`src/rtl/cke_seq_pkg.sv`:
```
package cke_seq_pkg;
  typedef enum logic [1:0] {
    MODE_NORM   = 2'b00,
    MODE_PD_PRE = 2'b01,
    MODE_PD_ACT = 2'b10,
    MODE_SREF   = 2'b11
  } pmode_e;

  typedef enum logic [1:0] {
    CMD_NOP = 2'b00,
    CMD_REF = 2'b01
  } cmd_e;
endpackage

```
`src/rtl/cke_sat_ctr.sv`:
```
module cke_sat_ctr #(
  parameter int MAX = 3,
  localparam int W  = $clog2(MAX + 1)
) (
  input  logic         clk_i,
  input  logic         rst_ni,
  input  logic         ld_i,
  input  logic [W-1:0] ld_val_i,
  input  logic         en_i,
  output logic [W-1:0] cnt_o
);
  always_ff @(posedge clk_i or negedge rst_ni) begin
    if (!rst_ni)                          cnt_o <= '0;
    else if (ld_i)                        cnt_o <= ld_val_i;
    else if (en_i && cnt_o != W'(MAX))    cnt_o <= cnt_o + W'(1);
  end

  // counter never passes its limit (guards hold, window and residency, R2 R8 R9)
  p_cnt_bound_r9: assert property (@(posedge clk_i) disable iff (!rst_ni)
    cnt_o <= W'(MAX));
endmodule

```
`src/rtl/cke_power_seq.sv`:
```
module cke_power_seq
  import cke_seq_pkg::*;
#(
  parameter int HOLD_CYC = 3,
  parameter int XNR_CYC  = 10,
  parameter int XRD_CYC  = 200,
  parameter int PD_MAX   = 40
) (
  input  logic       clk_i,
  input  logic       rst_ni,
  input  logic       pd_req_i,
  input  logic       sr_req_i,
  input  logic       wake_req_i,
  input  logic       banks_idle_i,
  input  logic       op_busy_i,
  output logic       cke_o,
  output logic [1:0] cmd_o,
  output logic [1:0] mode_o,
  output logic       rdy_cmd_o,
  output logic       rdy_rd_o,
  output logic       err_o
);
  localparam int HW = $clog2(HOLD_CYC + 1);
  localparam int WW = $clog2(XRD_CYC + 1);
  localparam int RW = $clog2(PD_MAX + 1);

  logic   cke_q, cke_d, err_q, err_d;
  cmd_e   cmd_q, cmd_d;
  pmode_e mode_q, mode_d;
  logic   enter_go, exit_go;
  logic [HW-1:0] hold_cnt;
  logic [WW-1:0] win_cnt;
  logic [RW-1:0] res_cnt;
  logic   hold_ok, res_full, in_pd, sleep_req;

  assign hold_ok   = hold_cnt == HW'(HOLD_CYC);
  assign res_full  = res_cnt == RW'(PD_MAX);
  assign in_pd     = (mode_q == MODE_PD_PRE) || (mode_q == MODE_PD_ACT);
  assign sleep_req = pd_req_i || sr_req_i;
  assign rdy_cmd_o = (mode_q == MODE_NORM) && (win_cnt >= WW'(XNR_CYC));
  assign rdy_rd_o  = (mode_q == MODE_NORM) && (win_cnt == WW'(XRD_CYC));

  // minimum level hold: reload to 1 on every cke change
  cke_sat_ctr #(.MAX(HOLD_CYC)) u_hold (
    .clk_i, .rst_ni, .ld_i(cke_d != cke_q), .ld_val_i(HW'(1)), .en_i(1'b1),
    .cnt_o(hold_cnt));

  // exit window: from 0 after self refresh, preset full after power down
  cke_sat_ctr #(.MAX(XRD_CYC)) u_win (
    .clk_i, .rst_ni, .ld_i(exit_go),
    .ld_val_i((mode_q == MODE_SREF) ? WW'(0) : WW'(XRD_CYC)),
    .en_i(mode_q == MODE_NORM), .cnt_o(win_cnt));

  // power-down residency
  cke_sat_ctr #(.MAX(PD_MAX)) u_res (
    .clk_i, .rst_ni, .ld_i(enter_go), .ld_val_i(RW'(0)), .en_i(in_pd),
    .cnt_o(res_cnt));

  always_comb begin
    cke_d    = cke_q;
    mode_d   = mode_q;
    cmd_d    = CMD_NOP;
    err_d    = 1'b0;
    enter_go = 1'b0;
    exit_go  = 1'b0;
    if (cke_q) begin
      if (wake_req_i) err_d = 1'b1;
      if (sleep_req) begin
        if (sr_req_i && !banks_idle_i) err_d = 1'b1;
        else if (!hold_ok)             err_d = 1'b1;
        else if (!op_busy_i && rdy_cmd_o) begin
          enter_go = 1'b1;
          cke_d    = 1'b0;
          if (sr_req_i) begin
            mode_d = MODE_SREF;
            cmd_d  = CMD_REF;
          end else begin
            mode_d = banks_idle_i ? MODE_PD_PRE : MODE_PD_ACT;
          end
        end
      end
    end else begin
      if (sleep_req) err_d = 1'b1;
      if (wake_req_i || (in_pd && res_full)) begin
        if (!hold_ok) begin
          if (wake_req_i) err_d = 1'b1;
        end else begin
          exit_go = 1'b1;
          cke_d   = 1'b1;
          mode_d  = MODE_NORM;
        end
      end
    end
  end

  always_ff @(posedge clk_i or negedge rst_ni) begin
    if (!rst_ni) begin
      cke_q  <= 1'b0;
      mode_q <= MODE_PD_PRE;
      cmd_q  <= CMD_NOP;
      err_q  <= 1'b0;
    end else begin
      cke_q  <= cke_d;
      mode_q <= mode_d;
      cmd_q  <= cmd_d;
      err_q  <= err_d;
    end
  end

  assign cke_o  = cke_q;
  assign cmd_o  = cmd_q;
  assign mode_o = mode_q;
  assign err_o  = err_q;

  p_hold_min_r2: assert property (@(posedge clk_i) disable iff (!rst_ni)
    (cke_o != $past(cke_o)) |-> $past(hold_ok));
  p_sref_idle_r4: assert property (@(posedge clk_i) disable iff (!rst_ni)
    (cmd_o == CMD_REF) |-> (!cke_o && mode_o == MODE_SREF && $past(banks_idle_i)));
  p_entry_not_busy_r6: assert property (@(posedge clk_i) disable iff (!rst_ni)
    $fell(cke_o) |-> !$past(op_busy_i));
  p_exit_nop_r7: assert property (@(posedge clk_i) disable iff (!rst_ni)
    $rose(cke_o) |-> (cmd_o == CMD_NOP && mode_o == MODE_NORM));
  p_rd_after_cmd_r8: assert property (@(posedge clk_i) disable iff (!rst_ni)
    rdy_rd_o |-> rdy_cmd_o);
  p_wake_in_norm_r10: assert property (@(posedge clk_i) disable iff (!rst_ni)
    ($past(cke_o) && cke_o && $past(wake_req_i)) |-> err_o);
  p_low_no_rdy_r11: assert property (@(posedge clk_i) disable iff (!rst_ni)
    !cke_o |-> (!rdy_cmd_o && !rdy_rd_o));
endmodule

```
`config.mk`:
```
export PLATFORM = sky130hd
export DESIGN_NAME = cke_power_seq
export DESIGN_NICKNAME = d
export VERILOG_FILES = /design/src/rtl/cke_seq_pkg.sv /design/src/rtl/cke_sat_ctr.sv /design/src/rtl/cke_power_seq.sv
export SDC_FILE = /design/constraint.sdc
export NUM_CORES = 1
export LEC_CHECK = 0
export ABC_AREA = 1
export BUFFER_PORTS_ARGS = -buffer_cell sky130_fd_sc_hd__buf_2
export CORE_UTILIZATION = 30
export CTS_BUF_LIST = sky130_fd_sc_hd__clkbuf_4 sky130_fd_sc_hd__clkbuf_8
export CTS_CLUSTER_SIZE = 8
export DETAILED_ROUTE_END_ITERATION = 16
export GPL_TIMING_DRIVEN = 0
export PLACE_DENSITY = 0.57
export SLEW_MARGIN = 20
export SYNTH_ARGS = -nofsm -noshare
export SYNTH_HDL_FRONTEND = slang
export SYNTH_SLANG_ARGS = --single-unit
```
`constraint.sdc`:
```
create_clock -name clk_i -period 2.2 [get_ports clk_i]
set_clock_uncertainty 0.15 [all_clocks]
set_input_delay 0.44 -clock clk_i [delete_from_list [all_inputs] [get_ports clk_i]]
set_output_delay 0.44 -clock clk_i [all_outputs]
set_load 0.01 [all_outputs]
```
==> results.ini <==
[setup_path]
crit_chain=inv_1 -> ha_1 -> nand2_1 -> inv_1 -> buf_2
slowest_delay_ns=0.56
r2r.worst_path.cells=10
critPathMaxFanout=6
crit_type=reg2out
crit_cells=5
critPathLaunchType=flip-flop
cp.required_ns=1.61
path_buf_inv=3
critPathCaptureType=output pin
crit_path_frequent_cell=inv_1
path_delay_family=flip-flops
crit_slowest_cell=dfstp_2
cp.arrival_ns=1.46

[yosys]
yosysTopAreaCell=dfrtp_1
synth_enable_flop_cells=0
synth_cell_types=26
synthCells=181
synth_flop_cell=dfrtp_1
synth_top_area_share_pct=37.0
async_flop_share_pct=100
synthesis.area_um2=1350
ys_ff_latch=21
syn_area_per_cell_um2=7.48
synth-seq-area-share_pct=38.9
yosysWarningCount=0
synth_fp_nets=196
synthTopCellsByArea=dfrtp_1, nand2_1, inv_1, ha_1, nand3_1

[pwr]
powerDensity_nw_per_um2=1320
p_seq_share_pct=36.7
p_comb_share_pct=50.4
p_leak_nw=0.841
p_sw_w=0.000957
p_int_w=0.00108
clockPowerShare_pct=12.9
ir_drop_mv=0.275
swShare_pct=46.9

[global_routing]
grt_pass1_vias=1070
grt_max_degree=22
grt_pass1_wl_um=4810
grt_usage_pct=12.2
antenna_found_initial=0
overflow=0

[sta]
post-route-min-period_ns=2.05
grt_setup_unrepaired=no
maxSlewViolCount=0
holdWs_ns=0.199
fmax_mhz=487
finalCritPeriodShare_pct=93.3
timing.final.ws_setup_ns=0.147
hold_viol_final=0
setup-violations-final=0
fin_setup_tns_ns=0

[placed_design]
dpl.hpwl_um=2030
pre_cts_ws_ns=0.316
gp_congestion=0.793
portBuffers=13

[min_path]
hold_depth=2
min_path_type=in2reg

[cells_and_area]
layout_commonest_cell=nand2_1
most-common-layout-cells=nand2_1, inv_1, dfrtp_1
drive_gt1_share_pct=17.1
syn_to_final_growth_pct=14.1
final_nets=215
num_antenna_cells=0

[clock_network]
cts.sinks=21
path_clk_slew_ns=0.09
cts_tree=done
clk_latency_ns=0.26
cts_buffers=3
clockBufferDepth=2
cts_setup_buffers=0
h-tree-depth=1
ctsRootBufferMaster=clkbuf_8

[floorplan]
die_h_um=69.2
fp.coreArea_um2=4350
fp-row-count=24
initial_core_util_pct=31.1
ioPinCount=15
die-width_um=69.2
die_area_um2=4790

[detailed_routing]
avgRoutedWirePerCell_um=10.7
routed_wl_um=2700
avgViaCountPerCell=4.45
drcViolationCount=0
first_pass_iters=5
first_iter_violations=50
ant_nets=0
vias=1118

[run_status]
outcome=complete, no violations

[flow_run]
drv_cap=0

-- Yosys cell counts, types with 2 or more instances --
master / instances
a21oi_1: 7
dfrtp_1: 20
ha_1: 8
inv_1: 29
nand2_1: 47
nand2_2: 3
nand3_1: 17
nand4_1: 3
nor2_1: 15
nor2_2: 5
nor3_1: 3
o21ai_0: 2
o21ai_1: 3
xor2_1: 7
-- kinds of logic (layout without fill, tap and decap cells) --
logic type / count (synthesis) / in the layout / share of synthesized area [%]
mux: 1 / 1 / 0.739
fa+ha+maj: 8 / 8 / 7.39
buf+inv: 32 / 50 / 9.70
other cells: 1 / 1 / 0.277
simple gates: 97 / 97 / 32.3
flops: 21 / 21 / 38.9
compound gates: 14 / 14 / 6.10
xor+xnor: 7 / 7 / 4.53
-- metrics by stage --
step | instances | cell area [µm²] | utilization, % | total power [W]
after floorplan | 181 | 1350 | - | 0.00153
after global placement | 246 | 1480 | 34.1 | 0.00178
after detailed placement | 246 | 1480 | 34.1 | 0.00179
after CTS | 251 | 1540 | 35.4 | 0.00206
after global routing | 251 | 1550 | 35.5 | 0.00227
final | 251 | 1550 | 35.5 | 0.00204
-- flip-flops by register name, indices dropped and copies added, names as in the netlist --
name	flops
u_hold.cnt_o	2
u_win.cnt_o	8
cke_o	1
u_res.cnt_o	6
err_o	1
cmd_o	1
mode_o	2
-- path summary, 6_finish.rpt --
kind                       slack [ns]                   from                    endpoint
setup / recovery                 0.15  mode_o[0]$_DFFE_PN1P_                   rdy_cmd_o
hold / removal                   0.20              op_busy_i          cmd_o[0]$_DFF_PN0_
setup reg to reg                 0.31  mode_o[0]$_DFFE_PN1P_  u_win.cnt_o[3]$_DFFE_PN0P_
hold reg to reg                  0.34  mode_o[0]$_DFFE_PN1P_       mode_o[0]$_DFFE_PN1P_
max in group asynchronous        1.04                 rst_ni       mode_o[0]$_DFFE_PN1P_
min in group asynchronous        0.52                 rst_ni          cmd_o[0]$_DFF_PN0_
-- worst reg2reg max path, delay by kind of cell, from the launching register on --
| kind | cells | cell delay (ns) |
|---|---|---|
| compound gates | 1 | 0.23 |
| simple gates | 5 | 0.29 |
| fa+ha+maj | 1 | 0.27 |
| buf+inv | 3 | 0.28 |
| flops | 1 | 0.56 |
-- power by group through the flow --
stage	sequential (W)	clock [W]	combinational, W
6_report	0.000748	0.000263	0.00103
5_1_grt	0.000778	0.000284	0.00121
3_3_place_gp	0.000754	0	0.00102
3_5_place_dp	0.000755	0	0.00103
2_1_floorplan	0.000729	0	0.000800
4_1_cts	0.000748	0.000273	0.00104
-- timing repair --
| action | 4_1_cts | 5_1_grt |
|---|---|---|
| hold buffers | 1 | 0 |
| gates resized for setup | 0 | 1 |
| hold endpoints to repair | 11 | 0 |
| setup endpoints to repair | 0 | 1 |
-- cell type report --
type	instances	area, µm²
Fill cell	453	2810
Multi-Input combinational cell	128	701
Sequential cell	21	527
Inverter	30	113
Timing Repair Buffer	14	75.1
Tap cell	52	65.1
Clock buffer	3	41.3
Buffer	2	18.8
Clock inverter	1	5.00
-- layer usage --
metal  vias up  track usage [%]  share of wire [%]  wire, µm
met2        16             19.3                 45      1220
met3         2             1.02                3.3        88
met5         -                0                  0         0
li1        599                -                  -         -
met1       501             17.1                 50      1360
met4         0             5.44                1.1        29
No activity file was read; power rests on OpenSTA's default activity.
